==> src/rtl/fxi_pkg.sv <==
package fxi_pkg;
  typedef enum logic [1:0] {
    EM_OFF  = 2'b00,
    EM_RISE = 2'b01,
    EM_FALL = 2'b10,
    EM_ANY  = 2'b11
  } edge_mode_e;
endpackage

==> src/rtl/fxi_sync.sv <==
module fxi_sync #(
  parameter int STAGES = 2
) (
  input  logic clk,
  input  logic rst,
  input  logic d,
  output logic q
);
  logic [STAGES-1:0] chain;

  always_ff @(posedge clk) begin
    if (rst) chain <= '0;
    else     chain <= {chain[STAGES-2:0], d};
  end

  assign q = chain[STAGES-1];
endmodule

==> src/rtl/fxi_channel.sv <==
module fxi_channel
  import fxi_pkg::*;
(
  input  logic       clk,
  input  logic       rst,
  input  edge_mode_e mode,
  input  logic       smp,
  input  logic       clr,
  output logic       pend,
  output logic       wake_c,
  output logic       enter_c
);
  logic prev;
  logic rise, fall, hit;

  assign rise = smp & ~prev;
  assign fall = ~smp & prev;

  always_comb begin
    hit     = 1'b0;
    wake_c  = 1'b0;
    enter_c = 1'b1;
    case (mode)
      EM_RISE: begin hit = rise;        wake_c = smp;         enter_c = ~smp; end
      EM_FALL: begin hit = fall;        wake_c = ~smp;        enter_c = smp;  end
      EM_ANY:  begin hit = rise | fall; wake_c = rise | fall; enter_c = 1'b1; end
      default: begin hit = 1'b0;        wake_c = 1'b0;        enter_c = 1'b1; end
    endcase
  end

  always_ff @(posedge clk) begin
    if (rst) begin
      prev <= 1'b0;
      pend <= 1'b0;
    end else begin
      prev <= smp;
      pend <= hit | (pend & ~clr);
    end
  end

  // a disabled channel never raises a request
  assert_off_no_set_R3: assert property (@(posedge clk) disable iff (rst)
    (mode == EM_OFF && !pend) |=> !pend);
  // request holds until acknowledged
  assert_sticky_R8: assert property (@(posedge clk) disable iff (rst)
    (pend && !clr) |=> pend);
  // clear without a competing edge drops the request
  assert_clear_R8: assert property (@(posedge clk) disable iff (rst)
    (clr && !hit) |=> !pend);
endmodule

==> src/rtl/fxi_slot_tick.sv <==
module fxi_slot_tick #(
  parameter int PERIOD = 4
) (
  input  logic clk,
  input  logic rst,
  output logic slot
);
  localparam int CW = (PERIOD > 1) ? $clog2(PERIOD) : 1;
  localparam logic [CW-1:0] LAST = CW'(PERIOD - 1);

  logic [CW-1:0] cnt;

  always_ff @(posedge clk) begin
    if (rst) begin
      cnt  <= '0;
      slot <= 1'b0;
    end else begin
      cnt  <= (cnt == LAST) ? '0 : cnt + 1'b1;
      slot <= (cnt == LAST);
    end
  end

  // never two slot strobes back to back
  assert_slot_gap_R9: assert property (@(posedge clk) disable iff (rst)
    slot |=> !slot);
endmodule

==> src/rtl/fxi_edge_ctrl.sv <==
module fxi_edge_ctrl
  import fxi_pkg::*;
#(
  parameter int NCH         = 8,
  parameter int SYNC_STAGES = 2,
  parameter int ARB_PERIOD  = 4
) (
  input  logic             clk,
  input  logic             rst,
  input  logic             cfg_we,
  input  logic [2*NCH-1:0] cfg_wdata,
  input  logic             src_we,
  input  logic [NCH-1:0]   src_wdata,
  input  logic             pd_cfg_en,
  input  logic [NCH-1:0]   pin_in,
  input  logic [NCH-1:0]   alt_in,
  input  logic [NCH-1:0]   ack_clr,
  output logic [2*NCH-1:0] cfg_rdata,
  output logic [NCH-1:0]   irq_pend,
  output logic             arb_slot,
  output logic             pd_wake,
  output logic             pd_permit
);
  localparam int CFGW = 2 * NCH;

  logic [CFGW-1:0] cfg_q;
  logic [NCH-1:0]  src_q;
  logic [NCH-1:0]  wake_v, enter_v;

  always_ff @(posedge clk) begin
    if (rst) begin
      cfg_q <= '0;
      src_q <= '0;
    end else begin
      if (cfg_we) cfg_q <= cfg_wdata;
      if (src_we) src_q <= src_wdata;
    end
  end

  for (genvar i = 0; i < NCH; i++) begin : g_ch
    logic raw, smp;
    assign raw = src_q[i] ? alt_in[i] : pin_in[i];

    fxi_sync #(.STAGES(SYNC_STAGES)) u_sync (
      .clk (clk),
      .rst (rst),
      .d   (raw),
      .q   (smp)
    );

    fxi_channel u_ch (
      .clk     (clk),
      .rst     (rst),
      .mode    (edge_mode_e'(cfg_q[2*i +: 2])),
      .smp     (smp),
      .clr     (ack_clr[i]),
      .pend    (irq_pend[i]),
      .wake_c  (wake_v[i]),
      .enter_c (enter_v[i])
    );
  end

  fxi_slot_tick #(.PERIOD(ARB_PERIOD)) u_tick (
    .clk  (clk),
    .rst  (rst),
    .slot (arb_slot)
  );

  always_ff @(posedge clk) begin
    if (rst) begin
      pd_wake   <= 1'b0;
      pd_permit <= 1'b1;
    end else begin
      pd_wake   <= pd_cfg_en & (|wake_v);
      pd_permit <= &enter_v;
    end
  end

  assign cfg_rdata = cfg_q;

  // reset leaves every mode off
  assert_reset_cfg_R2: assert property (@(posedge clk)
    rst |=> (cfg_rdata == '0));
  // wake is blocked while power-down wake is disabled
  assert_wake_gate_R11: assert property (@(posedge clk) disable iff (rst)
    !pd_cfg_en |=> !pd_wake);
  // all channels off means no wake and entry permitted
  assert_all_off_R3: assert property (@(posedge clk) disable iff (rst)
    (cfg_q == '0) |=> (!pd_wake && pd_permit));
endmodule

==> config.mk <==
export PLATFORM = sky130hd
export DESIGN_NAME = fxi_edge_ctrl
export DESIGN_NICKNAME = d
export VERILOG_FILES = /design/src/rtl/fxi_pkg.sv /design/src/rtl/fxi_sync.sv /design/src/rtl/fxi_channel.sv /design/src/rtl/fxi_slot_tick.sv /design/src/rtl/fxi_edge_ctrl.sv
export SDC_FILE = /design/constraint.sdc
export NUM_CORES = 1
export LEC_CHECK = 0
export ABC_CLOCK_PERIOD_IN_PS = 1680
export BUFFER_PORTS_ARGS = -buffer_cell sky130_fd_sc_hd__buf_2
export CORE_ASPECT_RATIO = 2
export CORE_MARGIN = 1.5
export CORE_UTILIZATION = 50
export CTS_BUF_LIST = sky130_fd_sc_hd__clkbuf_4 sky130_fd_sc_hd__clkbuf_8 sky130_fd_sc_hd__clkbuf_16
export DETAILED_ROUTE_END_ITERATION = 8
export PLACE_DENSITY_LB_ADDON = 0.25
export SKIP_CTS_REPAIR_TIMING = 1
export SYNTH_ARGS = -nofsm -noshare
export SYNTH_HDL_FRONTEND = slang
export SYNTH_SLANG_ARGS = --single-unit
export TNS_END_PERCENT = 5
==> constraint.sdc <==
create_clock -name clk -period 1.68 [get_ports clk]
set_input_delay 0.336 -clock clk [delete_from_list [all_inputs] [get_ports clk]]
set_output_delay 0.336 -clock clk [all_outputs]
set_load 0.005 [all_outputs]
After elaboration in Yosys (flattened, before gate mapping). Index checks and enable logic that the tools add are counted.

Bits in registers: 61. Logic and storage cells: 156.

Add/subtract/negate cells: 1. Eq/ne operators: 25. Mux-type cells: 32. Bitwise operators: 65. Reduce and logical (&&, ||, !) cells: 3.

Operators by type and width (count): 1-bit case mux with 3 select lines (16); 2-bit == test, second input constant (17); 1-bit AND (25); 1-bit inverter (24); 2-bit by 1-bit == test with 1-bit output, second input constant (8); 1-bit bitwise OR (16); 1-bit case mux with 2 select lines (8); 1-bit 2-to-1 mux (8); 8-bit AND reduction (1); 8-bit OR reduction (1); 2-bit by 1-bit adder with 2-bit output, second input constant (1); 2-bit OR reduction (1).

Depth between registers and ports, before layout.
Depth after elaboration: 6. Depth in mapped cells: 6. Gate-level depth less buffers: 6.

Cells and area by module. A second synthesis with hierarchy kept.

Cell total of the unflattened synthesis: 310. Area, all modules: 3154.3 um^2.

Modules (own cells, without submodules): fxi_channel (instances 8, cells each 22, area each 198.9 um^2, sequential area each 40.0 um^2); fxi_edge_ctrl (instances 1, cells each 95, area each 1038.5 um^2, sequential area each 520.5 um^2); fxi_sync (instances 8, cells each 4, area each 52.6 um^2, sequential area each 40.0 um^2); fxi_slot_tick (instances 1, cells each 7, area each 103.8 um^2, sequential area each 60.1 um^2).

Worst setup path after synthesis. Ideal clock, no wire load.

Kind: register -> register. Start: reg g_ch[4].u_sync.chain[1]. End: reg pd_wake. Setup time: 0.127 ns. Arrival time: 1.195 ns. Path slack: 0.358 ns. Cell stages (with the launch flop): 7. Period minus slack after synthesis: 1.322 ns. Path through: dfxtp_1 inv_1 ha_1 nand2b_1 a21oi_1 nor4_1 a21oi_1.

Cells in the longest elaborated chain, start to end: 6.

RTL lines: from (decl) (line fxi_sync.sv:9) `logic [STAGES-1:0] chain;`; from (signal assigned) (line fxi_sync.sv:13) `else chain <= {chain[STAGES-2:0], d};`; 1-bit inverter (line fxi_channel.sv:17, fxi_channel.sv:25); 1-bit AND (line fxi_channel.sv:17) `assign fall = ~smp & prev;`; 1-bit bitwise OR (line fxi_channel.sv:26) `EM_ANY: begin hit = rise | fall; wake_c = rise | fall; enter_c = 1'b1; end`; 1-bit case mux with 3 select lines (*) (line fxi_channel.sv:23) `case (mode)`; 8-bit OR reduction (*) (line fxi_edge_ctrl.sv:74) `pd_wake <= pd_cfg_en & (|wake_v);`; 1-bit AND (*) (line fxi_edge_ctrl.sv:74); to (signal assigned) (line fxi_edge_ctrl.sv:74); to (decl) (line fxi_edge_ctrl.sv:21) `output logic pd_wake,`.

Every way passes the cells marked *; elsewhere a longest branch is shown, timed or not. A chain may end at the register's enable or synchronous reset.

Worst setup path in the final report. Same ends and word-level chain as after synthesis.

==> metrics.txt <==
Synth Register Bits 61; crit path DAT 1.70 ns; max-cap violations 0; WP buf/inv 1; Yosys top cell by area dfxtp_1; Crit. End Element register; Setup CP Type reg2reg; Iteration-0 DRC Markers 66; P_leak 1.85 nW; CTS Root Cell clkbuf_16; Slowest-stage cell, CP dfxtp_1; Overall Global Routing Usage 19.8%; Non-Filler Instances 468; synth warn 0; largest net degree at the start of global routing 26; RSZ-0062 raised after global routing false; layout cell share with drive strength beyond 1 24.0%; H-tree Lvls 3; Nets 503; commonest non-fill, non-tap cell in the layout buf_2; vias in the first global route 2355; Die Wd 58.9 um; Worst path most repeated cell a21oi_1; post-synth design cell area 3130 um2; Fin. Hold Viols 0; Post-DP Area 3530 um2; TNS Setup 0 ns; sequential cell area 1220 um2; pre-CTS setup slack 0.190 ns; Vias/cell 5.02; Max Clk Rate 0.670 GHz; CTS tree done; Multi-input gate area 1640 um2; Seq/Total Area, Yosys 39.1%; family with the most delay on the worst path simple AND/OR/NAND/NOR gates; drt wl/cell 13.0 um; Site Rows 40; IO buf count 79; Post-Place Cells 453; grt total ovfl 0; skew final 0.00806 ns; total power 3.86 mW; max_slew headroom 65.0%; synth top area cells dfxtp_1, ha_1, mux2i_1; via count 2349; Synth-to-Final Area Change 22.7%; crit-path max FO 4; antenna-violating nets left 0; Worst path max stage delay 0.40 ns; clock latency on the worst-skew pair 0.33 ns; Critical Path RT 1.89 ns; Hold Crit Class in2reg; GP Congestion 0.794; CTS Buffer Depth 2; Remaining DRCs 0; router iterations before antenna repair 4; post-route worst setup slack 0.187 ns; dpl hpwl 4670 um; status finished clean; Syn Nets 428; Startpoint Class register; FF-to-FF setup slack 0.19 ns; first-pass GRT wire length 9940 um; die area 6770 um2; Worst VDD drop 798 uV; core footprint 6010 um2; Die H 115 um; library cells used by synthesis 19; max-slew violations 0; Starting Density 52.1%; Setup-failing EPs final 0; final antenna diode count 0; CP Cell Sequence inv_1 -> ha_1 -> nand2b_1 -> a21oi_1 -> nor4_1 -> a21oi_1; IO Pins 80; fin crit share 88.8%; initial antenna violation count 0; cells after synthesis 326; mean post-synth cell area 9.59 um2; Final Instance Area 3840 um2; power density cells 1010 nW/um2; highest-count cells in the layout ignoring fill and taps buf_2, dfxtp_1, ha_1; CTS sink count 61; Worst Max-Slew Pin Slew 0.525 ns; Synth top area share 39.1%; clk slew on worst S/H paths 0.05 ns; # fillers 518; drt total wl 6090 um; min Tclk post-route 1.49 ns; number of CTS-inserted buffers 9
[report_power, final]
part	total (mW)	leakage [nW]	switching, mW	internal, mW
clock	1.87	0.153	0.607	1.27
sequential	1.59	0.502	0.0608	1.53
combinational	0.397	1.20	0.190	0.207
[metrics by stage]
step / hold WS (ns) / utilization, %
2_1_floorplan: 0.398 / -
3_3_place_gp: 0.406 / 58.8
3_5_place_dp: 0.420 / 58.8
4_1_cts: 0.231 / 63.9
5_1_grt: 0.248 / 63.9
6_report: 0.239 / 63.9
[logic make-up (layout without fill, tap and decap cells)]
kind of cell / count (synthesis) / after routing / share of synthesized area [%]
adder cells (fa/ha/maj): 49 / 49 / 19.6
flip-flops: 61 / 61 / 39.1
buffers and inverters: 58 / 137 / 8.52
multiplexers: 48 / 48 / 15.4
AND/OR/NAND/NOR: 74 / 74 / 10.6
AO/OA/AOI/OAI: 36 / 36 / 6.80
[synth_stat cells (all sizes together)]
cell type	number
dfxtp	61
ha	49
mux2i	48
nor2	48
inv	40
a21oi	23
buf	16
a22oi	10
nand2b	9
nor2b	9
nand2	4
a31oi	2
clkbuf	2
nor4	2
a41o	1
nor3	1
nor3b	1
[layer usage]
layer  part of all wire [%]  track usage (%)  up-vias
li1                       -                -     1201
met1                     38             17.9     1060
met2                     54             36.3       72
met3                    4.8             6.97       16
met4                    3.5             11.2        0
met5                      0                0        -
[final timing paths]
path / cells after the start / end / start
setup / recovery: 6 / pd_wake$_SDFF_PP0_ / g_ch[4].u_sync.chain[1]$_SDFF_PP0_
hold / removal: 3 / cfg_rdata[7]$_SDFFE_PP0P_ / cfg_wdata[7]
setup reg to reg: 6 / pd_wake$_SDFF_PP0_ / g_ch[4].u_sync.chain[1]$_SDFF_PP0_
hold reg to reg: 1 / u_tick.cnt[0]$_SDFF_PP0_ / u_tick.cnt[0]$_SDFF_PP0_
[layout make-up]
| class | instances | share of cell area (%) |
|---|---|---|
| tap | 63 | 2.05 |
| multi-input combinational | 207 | 42.7 |
| clock buffer | 14 | 7.17 |
| clock inverter | 1 | 0.783 |
| inverter | 40 | 3.91 |
| timing repair buffer | 82 | 11.5 |
| sequential | 61 | 31.8 |
[sequential cells by signal, summed over array words and instances (netlist names)]
register / flops
g_ch.u_sync.chain: 16
g_ch.u_ch.prev: 8
src_q: 8
u_tick.slot: 1
cfg_rdata: 16
u_tick.cnt: 2
pd_permit: 1
g_ch.u_ch.pend: 8
pd_wake: 1
[worst register-to-register path: cells and delay by family (launching register included)]
family          cells  cell delay (ns)
compound gates      2             0.20
fa+ha+maj           1             0.28
buf+inv             1             0.09
flops               1             0.40
simple gates        2             0.41
Power figures use the tool's default switching activity.
